--- src/rtl/bcd_arith_pkg.sv ---
package bcd_arith_pkg;

    localparam int NIB_W = 4;

    typedef enum logic [1:0] {
        OP_ADD = 2'd0,
        OP_SUB = 2'd1,
        OP_NEG = 2'd2,
        OP_RSV = 2'd3
    } bcd_op_e;

    typedef enum logic [1:0] {
        ST_IDLE  = 2'd0,
        ST_DIGIT = 2'd1,
        ST_DONE  = 2'd2
    } bcd_state_e;

endpackage

--- src/rtl/bcd_digit_cell.sv ---
module bcd_digit_cell
    import bcd_arith_pkg::*;
(
    input  logic [NIB_W-1:0] a_i,
    input  logic [NIB_W-1:0] b_i,
    input  logic             cin_i,
    input  logic             sub_i,
    output logic [NIB_W-1:0] d_o,
    output logic             cout_o
);

    logic [NIB_W:0] sum_raw;
    logic [NIB_W:0] diff_raw;

    always_comb begin
        sum_raw  = {1'b0, a_i} + {1'b0, b_i} + {{NIB_W{1'b0}}, cin_i};
        diff_raw = {1'b0, a_i} - {1'b0, b_i} - {{NIB_W{1'b0}}, cin_i};
        if (sub_i) begin
            // a borrow leaves a wrapped nibble; take 6 off to return to 0..9
            cout_o = diff_raw[NIB_W];
            if (diff_raw[NIB_W]) begin
                d_o = diff_raw[NIB_W-1:0] - NIB_W'(6);
            end else begin
                d_o = diff_raw[NIB_W-1:0];
            end
        end else begin
            // above nine, or a carry out of the nibble, needs a +6 adjust
            cout_o = (sum_raw > (NIB_W+1)'(9));
            if (cout_o) begin
                d_o = sum_raw[NIB_W-1:0] + NIB_W'(6);
            end else begin
                d_o = sum_raw[NIB_W-1:0];
            end
        end
    end

endmodule

--- src/rtl/bcd_seq_ctrl.sv ---
module bcd_seq_ctrl
    import bcd_arith_pkg::*;
#(
    parameter int DIGITS = 2
) (
    input  logic clk,
    input  logic rst_n,
    input  logic req_i,
    output logic accept_o,
    output logic step_o,
    output logic last_o,
    output logic busy_o,
    output logic done_o
);

    localparam int CNT_W = (DIGITS > 1) ? $clog2(DIGITS) : 1;

    bcd_state_e       state_q, state_d;
    logic [CNT_W-1:0] cnt_q;
    logic             last_digit;

    assign last_digit = (cnt_q == CNT_W'(DIGITS - 1));

    // state register and digit counter
    always_ff @(posedge clk or negedge rst_n) begin
        if (!rst_n) begin
            state_q <= ST_IDLE;
            cnt_q   <= '0;
        end else begin
            state_q <= state_d;
            if (state_d == ST_DIGIT && state_q == ST_DIGIT) begin
                cnt_q <= cnt_q + CNT_W'(1);
            end else if (state_d == ST_DIGIT) begin
                cnt_q <= '0;
            end
        end
    end

    // next state and outputs
    always_comb begin
        state_d  = state_q;
        accept_o = 1'b0;
        step_o   = 1'b0;
        last_o   = 1'b0;
        busy_o   = 1'b0;
        done_o   = 1'b0;
        unique case (state_q)
            ST_IDLE: begin
                if (req_i) begin
                    accept_o = 1'b1;
                    state_d  = ST_DIGIT;
                end
            end
            ST_DIGIT: begin
                busy_o = 1'b1;
                step_o = 1'b1;
                if (last_digit) begin
                    last_o  = 1'b1;
                    state_d = ST_DONE;
                end
            end
            ST_DONE: begin
                done_o  = 1'b1;
                state_d = ST_IDLE;
            end
            default: begin
                state_d = ST_IDLE;
            end
        endcase
    end

endmodule

--- src/rtl/bcd_arith_unit.sv ---
module bcd_arith_unit
    import bcd_arith_pkg::*;
#(
    parameter int DIGITS = 2
) (
    input  logic                     clk,
    input  logic                     rst_n,
    input  logic                     start,
    input  logic [1:0]               op,
    input  logic [DIGITS*NIB_W-1:0]  src,
    input  logic [DIGITS*NIB_W-1:0]  dst,
    input  logic                     x_in,
    input  logic                     z_in,
    output logic                     busy,
    output logic                     done,
    output logic [DIGITS*NIB_W-1:0]  result,
    output logic                     carry_out,
    output logic                     z_out
);

    localparam int W = DIGITS * NIB_W;

    bcd_op_e        op_e;
    logic           req;
    logic           accept, step, last;
    logic [W-1:0]   opa_q, opb_q, res_q;
    logic           carry_q, sub_q, z_q;
    logic [NIB_W-1:0] dig_d;
    logic           dig_c;
    logic [W-1:0]   res_next;

    assign op_e = bcd_op_e'(op);
    assign req  = start && (op_e != OP_RSV);

    bcd_seq_ctrl #(.DIGITS(DIGITS)) u_ctrl (
        .clk      (clk),
        .rst_n    (rst_n),
        .req_i    (req),
        .accept_o (accept),
        .step_o   (step),
        .last_o   (last),
        .busy_o   (busy),
        .done_o   (done)
    );

    bcd_digit_cell u_cell (
        .a_i    (opa_q[NIB_W-1:0]),
        .b_i    (opb_q[NIB_W-1:0]),
        .cin_i  (carry_q),
        .sub_i  (sub_q),
        .d_o    (dig_d),
        .cout_o (dig_c)
    );

    generate
        if (DIGITS > 1) begin : g_multi
            assign res_next = {dig_d, res_q[W-1:NIB_W]};
        end else begin : g_single
            assign res_next = dig_d;
        end
    endgenerate

    always_ff @(posedge clk or negedge rst_n) begin
        if (!rst_n) begin
            opa_q   <= '0;
            opb_q   <= '0;
            res_q   <= '0;
            carry_q <= 1'b0;
            sub_q   <= 1'b0;
            z_q     <= 1'b0;
        end else if (accept) begin
            unique case (op_e)
                OP_ADD: begin
                    opa_q <= src;
                    opb_q <= dst;
                    sub_q <= 1'b0;
                end
                OP_SUB: begin
                    opa_q <= dst;
                    opb_q <= src;
                    sub_q <= 1'b1;
                end
                OP_NEG: begin
                    opa_q <= '0;
                    opb_q <= dst;
                    sub_q <= 1'b1;
                end
                default: begin
                    opa_q <= opa_q;
                end
            endcase
            carry_q <= x_in;
            z_q     <= z_in;
        end else if (step) begin
            opa_q   <= opa_q >> NIB_W;
            opb_q   <= opb_q >> NIB_W;
            carry_q <= dig_c;
            if (last) begin
                res_q <= res_next;
                if (res_next != '0) begin
                    z_q <= 1'b0;
                end
            end else begin
                res_q <= res_next;
            end
        end
    end

    // flags are published only on the last digit
    logic carry_pub_q, z_pub_q;
    always_ff @(posedge clk or negedge rst_n) begin
        if (!rst_n) begin
            carry_pub_q <= 1'b0;
            z_pub_q     <= 1'b0;
        end else if (step && last) begin
            carry_pub_q <= dig_c;
            z_pub_q     <= (res_next != '0) ? 1'b0 : z_q;
        end
    end

    // result register is exposed only once complete
    logic [W-1:0] res_pub_q;
    always_ff @(posedge clk or negedge rst_n) begin
        if (!rst_n) begin
            res_pub_q <= '0;
        end else if (step && last) begin
            res_pub_q <= res_next;
        end
    end

    assign result    = res_pub_q;
    assign carry_out = carry_pub_q;
    assign z_out     = z_pub_q;

endmodule

--- config.mk ---
export PLATFORM = sky130hd
export DESIGN_NAME = bcd_arith_unit
export DESIGN_NICKNAME = d
export VERILOG_FILES = /design/src/rtl/bcd_arith_pkg.sv /design/src/rtl/bcd_digit_cell.sv /design/src/rtl/bcd_seq_ctrl.sv /design/src/rtl/bcd_arith_unit.sv
export SDC_FILE = /design/constraint.sdc
export NUM_CORES = 1
export LEC_CHECK = 0
export ABC_AREA = 0
export BUFFER_PORTS_ARGS = -buffer_cell sky130_fd_sc_hd__buf_2
export CAP_MARGIN = 20
export CORE_MARGIN = 3
export CORE_UTILIZATION = 25
export CTS_CLUSTER_SIZE = 24
export DETAILED_ROUTE_END_ITERATION = 16
export PLACE_DENSITY = 0.53
export SYNTH_ARGS = -nofsm -noshare
export SYNTH_HDL_FRONTEND = slang
export SYNTH_SLANG_ARGS = --single-unit
--- constraint.sdc ---
create_clock -name clk -period 3.8 [get_ports clk]
set_input_delay 0.19 -clock clk [delete_from_list [all_inputs] [get_ports clk]]
set_output_delay 0.19 -clock clk [all_outputs]
set_load 0.01 [all_outputs]
==> results of run 1 <==
[per-stage QoR]
stage	worst slack, ps	hold WS [ps]	util [%]
global placement	785	328	29.0
floorplan	919	-106	-
global route	509	45.4	30.2
detailed placement	679	327	29.0
finish	686	-17.4	30.2
CTS	681	7.72	30.2
[synth_stat cells (2+ instances only)]
| master | n |
|---|---|
| and4_1 | 2 |
| nor4_1 | 2 |
| nand2_1 | 35 |
| nand3_1 | 2 |
| and3_1 | 2 |
| clkbuf_1 | 7 |
| a21boi_0 | 2 |
| inv_1 | 17 |
| or2_1 | 2 |
| mux2i_1 | 5 |
| dfrtp_1 | 36 |
| nor2_1 | 10 |
| a31oi_1 | 2 |
| xor2_1 | 2 |
| a21oi_1 | 12 |
| ha_1 | 15 |
| and2_1 | 3 |
| a22o_1 | 2 |
| nor2b_1 | 3 |
| o221ai_1 | 2 |
| o21ai_1 | 5 |
| a211oi_1 | 2 |
| mux2_2 | 5 |
| fa_1 | 4 |
| o21ai_0 | 29 |
| a22oi_1 | 2 |
| nand2b_1 | 3 |
| o311a_1 | 2 |
| o31ai_1 | 4 |
| a221o_1 | 4 |
| a211o_1 | 2 |
| and3b_1 | 2 |
[state kept, by name, indices dropped and copies added (netlist names)]
| name | count |
|---|---|
| sub_q | 1 |
| u_ctrl.cnt_q | 1 |
| carry_out | 1 |
| u_ctrl.state_q | 2 |
| res_q | 4 |
| z_q | 1 |
| carry_q | 1 |
| z_out | 1 |
| result | 8 |
| opb_q | 8 |
| opa_q | 8 |
[worst max-delay path: stages (launching register included)]
cell,delay (ps)
dfrtp_1,430
fa_1,500
fa_1,430
xor2_1,230
ha_1,220
nand2b_1,80
o311a_1,140
or4b_1,510
o311a_1,130
or2_1,250
o21ai_1,110
[cells in the final DEF, fill, tap and decap left out, types with 2 or more instances in the layout]
cell and count:
and2_1 3, nand3_1 2, a211oi_1 2, buf_2 34, dfrtp_1 36, mux2_2 5, a22o_1 2, o31ai_1 4
and3_1 2, and4_1 2, inv_1 17, ha_1 15, a221o_1 4, a31oi_1 2, nor2_1 10, or2_1 2
a21oi_1 12, a22oi_1 2, nor4_1 2, clkbuf_8 5, nor2b_1 3, o311a_1 2, and3b_1 2, nand2_1 35
fa_1 4, nand2b_1 3, o221ai_1 2, a21boi_0 2, o21ai_0 29, xor2_1 2, o21ai_1 5, mux2i_1 5
a211o_1 2
[worst min path at each step]
stage,from,end
floorplan,rst_n,carry_out$_DFFE_PN0P_
global placement,rst_n,u_ctrl.state_q[0]$_DFF_PN0_
detailed placement,rst_n,u_ctrl.state_q[0]$_DFF_PN0_
CTS,rst_n,u_ctrl.state_q[0]$_DFF_PN0_
global route,rst_n,u_ctrl.state_q[0]$_DFF_PN0_
finish,rst_n,u_ctrl.cnt_q$_DFFE_PN0P_
[cell families (layout without fill, tap and decap cells)]
| logic type | Yosys count | after routing |
|---|---|---|
| AOI/OAI and AO/OA | 77 | 77 |
| and+or+nand+nor | 75 | 75 |
| DFF | 36 | 36 |
| buffers and inverters | 26 | 60 |
| adders and majority gates | 19 | 19 |
| muxes | 10 | 10 |
| xor gates and xnor gates | 3 | 3 |
[cell type report]
cell class              count  area, µm²  area share, %
multi-input cells         184       1280           48.0
flip-flops and latches     36        901           33.8
repair buffers             35        178           6.67
well taps                 108        135           5.08
clock buffers               6       72.6           2.73
inverters                  17       63.8           2.40
clock inverters             2       35.0           1.32
[power groups by stage]
stage                     sequential (µW)  combinational, µW  clock (µW)
final                                 659               1370         332
after global routing                  687               1580         356
after CTS                             661               1380         344
after detailed placement              667               1380           0
after global placement                665               1360           0
after floorplan                       661               1020           0
[per-layer routing]
layer	part of all wire, %	up-vias	track usage [%]
met3	3.9	6	2.41
met5	0	-	0
li1	-	957	-
met2	46	32	16.9
met1	49	896	14.8
met4	1.5	0	3.68
==> impl_metrics.ini, run 1 <==
[synthesis]
synth-simple-area-share_pct = 16.6
synth_top_family_by_area = compound AO/OA/AOI/OAI gates
synth.avg_cell_area_um2 = 9.27
synthFlopType = dfrtp_1
synth_area_leaders = dfrtp_1 39%, ha_1 8.2%, o21ai_0 6.4%, nand2_1 5.8%, fa_1 3.5%
yosys_warnings = 0
synth_compound_area_share_pct = 21.9
synth_edf_count = 0
synthAdderAreaFrac_pct = 11.7
synthCells = 246
ys_types = 51
ys_seq_elements = 36
yosysTopAreaCell = dfrtp_1
seq_area_frac_synth_pct = 39.5
synth_top_area_share_pct = 39.5
synthMuxAreaShare_pct = 4.66
synth.cell_area_um2 = 2280
synth_nets = 288
synth-async-reset-ratio_pct = 100
synth_xor_area_share_pct = 1.15

[sta]
fin_skew_ps = 3.57
grt_setup_unrepaired = false
setup_violations = 0
period_share_pct = 82.0
fmax_mhz = 321
period_minus_slack_ps = 3110
timing.hold.ws_ps = -17.4
hold_violations = 30
worstMarginPinSlew_ps = 895
finalSetupTns_ps = 0
maxSlewHeadroom_pct = 40.0
maxSlewViolCount = 0

[clock_tree]
cts_buffers = 5
cts.sinks = 36
postCtsResizedCells = 0
path_clk_slew_ps = 70
tritoncts = yes
htreeDepth = 2
cts-root-buf = clkbuf_8
insertion_delay_ps = 290
clk_path_buf_depth = 2
post_cts_buffers = 0
holdBufCountCts = 0

[layout]
antenna_cells = 0
area.growth.synth_to_final_pct = 16.7
final_area_um2 = 2660
final_nets = 321
fin_cells = 388
fillers = 931
drive_above_1_share_pct = 17.5

[power]
p_leak_uw = 0.00127
power_uw = 2360
switching_share_pct = 44.6
power.density_nw_per_um2 = 886
p_int_uw = 1310
pwr-share-clk_pct = 14.1
p_sw_uw = 1050
max-vdd-ir-drop_v = 0.000330
power_frac_comb_pct = 58.0
seq_power_share_pct = 28.0

[worst_setup_path]
crit_end = result[6]$_DFFE_PN0P_
cp-startpoint = opa_q[0]$_DFFE_PN0P_
path_max_fanout = 3
crit_type = register to register
arrival_ps = 3330
timing.rr.start = opa_q[0]$_DFFE_PN0P_
timing.rr.end = result[6]$_DFFE_PN0P_
required_ps = 4010
r2r_cells = 10
rrSetupSlack_ps = 690
end_kind = register
cp-start-kind = register

[place]
dpl-instance-area_um2 = 2550
gp_congestion = 0.792
dp_hpwl_mm = 4.08
io_buffers = 34
placed_cells = 380

[detailed_routing]
wl_mm = 5.24
vias_per_cell = 4.87
drtPass1Iterations = 4
wl_per_cell_um = 13.5
route.vias.total = 1891
dr.first_iter.drc_count = 82
drc = 0
postRouteAntennaNets = 0

[run]
max_cap_violations = 0

[outcome]
outcome = finished, violations left
violations = negative hold slack

[die]
pin_count = 35
placeableCoreArea_um2 = 8810
die-area_um2 = 10300
dieWidth_um = 102
fp-row-count = 34
fp.dieH_um = 102
start_util_pct = 25.9

[global_route]
grt_overflow = 0
grt_max_degree = 37
grt_usage_pct = 10.8
grt_pass1_vias = 1796
antenna_found_initial = 0
grt_pass1_wl_mm = 8.83

[hold_path]
hp-class = input port to asynchronous set/reset pin
Note: power is estimated with default switching activity, not from simulation.
==> run 2: changes to the inputs <==
--- a/config.mk
+++ b/config.mk
@@ -5,14 +5,14 @@
 export SDC_FILE = /design/constraint.sdc
 export NUM_CORES = 1
 export LEC_CHECK = 0
-export ABC_AREA = 0
+export ABC_AREA = 1
 export BUFFER_PORTS_ARGS = -buffer_cell sky130_fd_sc_hd__buf_2
 export CAP_MARGIN = 20
 export CORE_MARGIN = 3
 export CORE_UTILIZATION = 25
 export CTS_CLUSTER_SIZE = 24
 export DETAILED_ROUTE_END_ITERATION = 16
-export PLACE_DENSITY = 0.53
+export PLACE_DENSITY = 0.54
 export SYNTH_ARGS = -nofsm -noshare
 export SYNTH_HDL_FRONTEND = slang
 export SYNTH_SLANG_ARGS = --single-unit
==> constraint.sdc (replaced) <==
create_clock -name clk -period 2.55 [get_ports clk]
set_input_delay 0.1275 -clock clk [delete_from_list [all_inputs] [get_ports clk]]
set_output_delay 0.1275 -clock clk [all_outputs]
set_load 0.01 [all_outputs]
==> impl_metrics.ini, run 2 <==
[detailed_routing]
drc = 0
route.vias.total = 1987
wl_mm = 5.52
wl_per_cell_um = 12.6
drtPass1Iterations = 4
postRouteAntennaNets = 0
vias_per_cell = 4.54
dr.first_iter.drc_count = 89

[synthesis]
synth.most_common_cell = nand2_1
synth_common_cells = 74 x nand2_1, 36 x dfrtp_1, 36 x inv_1, 28 x o21ai_0, 15 x ha_1
synth_area_leaders = dfrtp_1 38%, nand2_1 12%, ha_1 8.0%, o21ai_0 5.9%, inv_1 5.7%
synth_nets = 328
yosys_warnings = 0
synth.avg_cell_area_um2 = 8.25
ys_types = 40
synth.cell_area_um2 = 2360
synth_edf_count = 0
synth-async-reset-ratio_pct = 100
synth_xor_area_share_pct = 0.742
seq_area_frac_synth_pct = 38.2
synthAdderAreaFrac_pct = 11.3
synthMuxAreaShare_pct = 0.424
synthFlopType = dfrtp_1
synth_top_area_share_pct = 38.2
yosysTopAreaCell = dfrtp_1
synth_compound_area_share_pct = 16.7
synth-simple-area-share_pct = 24.1
ys_seq_elements = 36
synthCells = 286
synth_top_family_by_area = simple AND/OR/NAND/NOR gates

[sta]
maxSlewViolCount = 0
fmax_mhz = 393
period_minus_slack_ps = 2540
hold_violations = 0
maxSlewHeadroom_pct = 43.4
grt_setup_unrepaired = true
worstMarginPinSlew_ps = 849
fin_skew_ps = 3.60
setup_violations = 0
timing.hold.ws_ps = 76.1
period_share_pct = 99.7

[clock_tree]
cts-root-buf = clkbuf_8
htreeDepth = 2
path_clk_slew_ps = 70
clk_path_buf_depth = 2
insertion_delay_ps = 290
cts.sinks = 36
tritoncts = yes
cts_buffers = 5

[layout]
area.growth.synth_to_final_pct = 20.2
antenna_cells = 0
utilization_pct = 31.8
final_nets = 371
fin_cells = 438
final_cell_mix = 73 x nand2_1, 36 x dfrtp_1, 34 x inv_1, 34 x buf_2, 26 x o21ai_0
drive_above_1_share_pct = 27.9
final_common_cell = nand2_1
final_area_um2 = 2840

[place]
io_buffers = 34
dpl-instance-area_um2 = 2670
placed_cells = 428
dp_hpwl_mm = 4.30
gp_congestion = 0.847

[global_route]
grt_pass1_wl_mm = 9.55
busiest_layer = met2
antenna_found_initial = 0
met3_usage_pct = 1.69
grt_pass1_vias = 2029
grt_usage_pct = 11.2
met2_usage_pct = 17.9
grt_overflow = 0
gr-usage-met1_pct = 15.2
grt_max_degree = 37

[die]
pin_count = 35
fp.dieH_um = 103
placeableCoreArea_um2 = 8930
start_util_pct = 26.4
die-area_um2 = 10600
dieWidth_um = 103
fp-row-count = 34

[run]
max_cap_violations = 0

[worst_setup_path]
crit_type = register to register
required_ps = 2780
path_max_fanout = 4
end_kind = register
cp-start-kind = register
arrival_ps = 2770

[hold_path]
hp-class = input port to register

[outcome]
outcome = completed
## run 2: cell types whose count changed in the layout (fill, tap and decap cells not counted), moves of 5 or more
cell / before / now
inv_1: 17 / 34
mux2_2: 5 / 0
nand2_1: 35 / 73
inv_2: 0 / 6
a21oi_1: 12 / 5
o211ai_1: 0 / 8
nand2_2: 0 / 10
buf_4: 1 / 6
nand3_1: 2 / 11
## run 2: path summary, 6_finish.rpt
check                      slack [ps]             startpoint  depth (start not counted)               endpoint
setup reg to reg                    8   opa_q[0]$_DFFE_PN0P_                         15        z_q$_DFFE_PN0P_
max in group asynchronous        1540                  rst_n                          2   opa_q[4]$_DFFE_PN0P_
hold reg to reg                   480  result[6]$_DFFE_PN0P_                          2  result[6]$_DFFE_PN0P_
min in group asynchronous         470                  rst_n                          2   opa_q[6]$_DFFE_PN0P_
hold / removal                     80                   x_in                          3    carry_q$_DFFE_PN0P_
setup / recovery                    8   opa_q[0]$_DFFE_PN0P_                         15        z_q$_DFFE_PN0P_
## run 2: metal layers
metal	part of all wire [%]	vias up
met5	0	-
met4	2.2	0
met3	2.6	10
met2	47	31
met1	48	928
li1	-	1018
## run 2: layout make-up
| cell class | count | area, µm² |
|---|---|---|
| clock buffers | 7 | 86.3 |
| clock inverters | 1 | 7.51 |
| fillers | 970 | 6100 |
| inverters | 43 | 166 |
| multi-input cells | 202 | 1320 |
| flip-flops and latches | 36 | 901 |
| well taps | 108 | 135 |
| repair buffers | 41 | 225 |
## run 2: cell families after synthesis
logic type	Yosys count
AO/OA/AOI/OAI	59
adder cells (fa/ha/maj)	19
flip-flops	36
AND/OR/NAND/NOR	121
multiplexers	1
XOR/XNOR	2
buffers and inverters	48
## run 2: worst max-delay path: stages (launching register included)
cell	delay, ps
dfrtp_1	400
fa_2	420
fa_2	550
inv_2	60
ha_4	160
inv_2	60
nor2_2	40
a21oi_2	110
nand2_2	100
nand2_4	100
nand2_1	50
nand3_1	80
nand2_2	100
nor2_4	100
nand3_2	90
nand2_1	70
## run 2: what timing repair did
| action | in CTS | in global routing |
|---|---|---|
| hold endpoints to repair | 36 | 0 |
| setup endpoints to repair | 9 | 9 |
| pin swaps | 3 | 4 |
| setup buffers | 0 | 1 |
| hold buffers | 1 | 0 |
| resized for setup | 5 | 13 |
## run 2: stage by stage
stage / setup TNS (ps) / setup WS [ps]
finish: 0 / 7.99
global route: -300 / -112
CTS: 0 / 4.60
detailed placement: -419 / -105
global placement: -6.58 / -6.58
floorplan: 0 / 109
Power of run 2 is not shown: default switching activity piles up to over one toggle a cycle in this logic, so the estimate is an artifact.
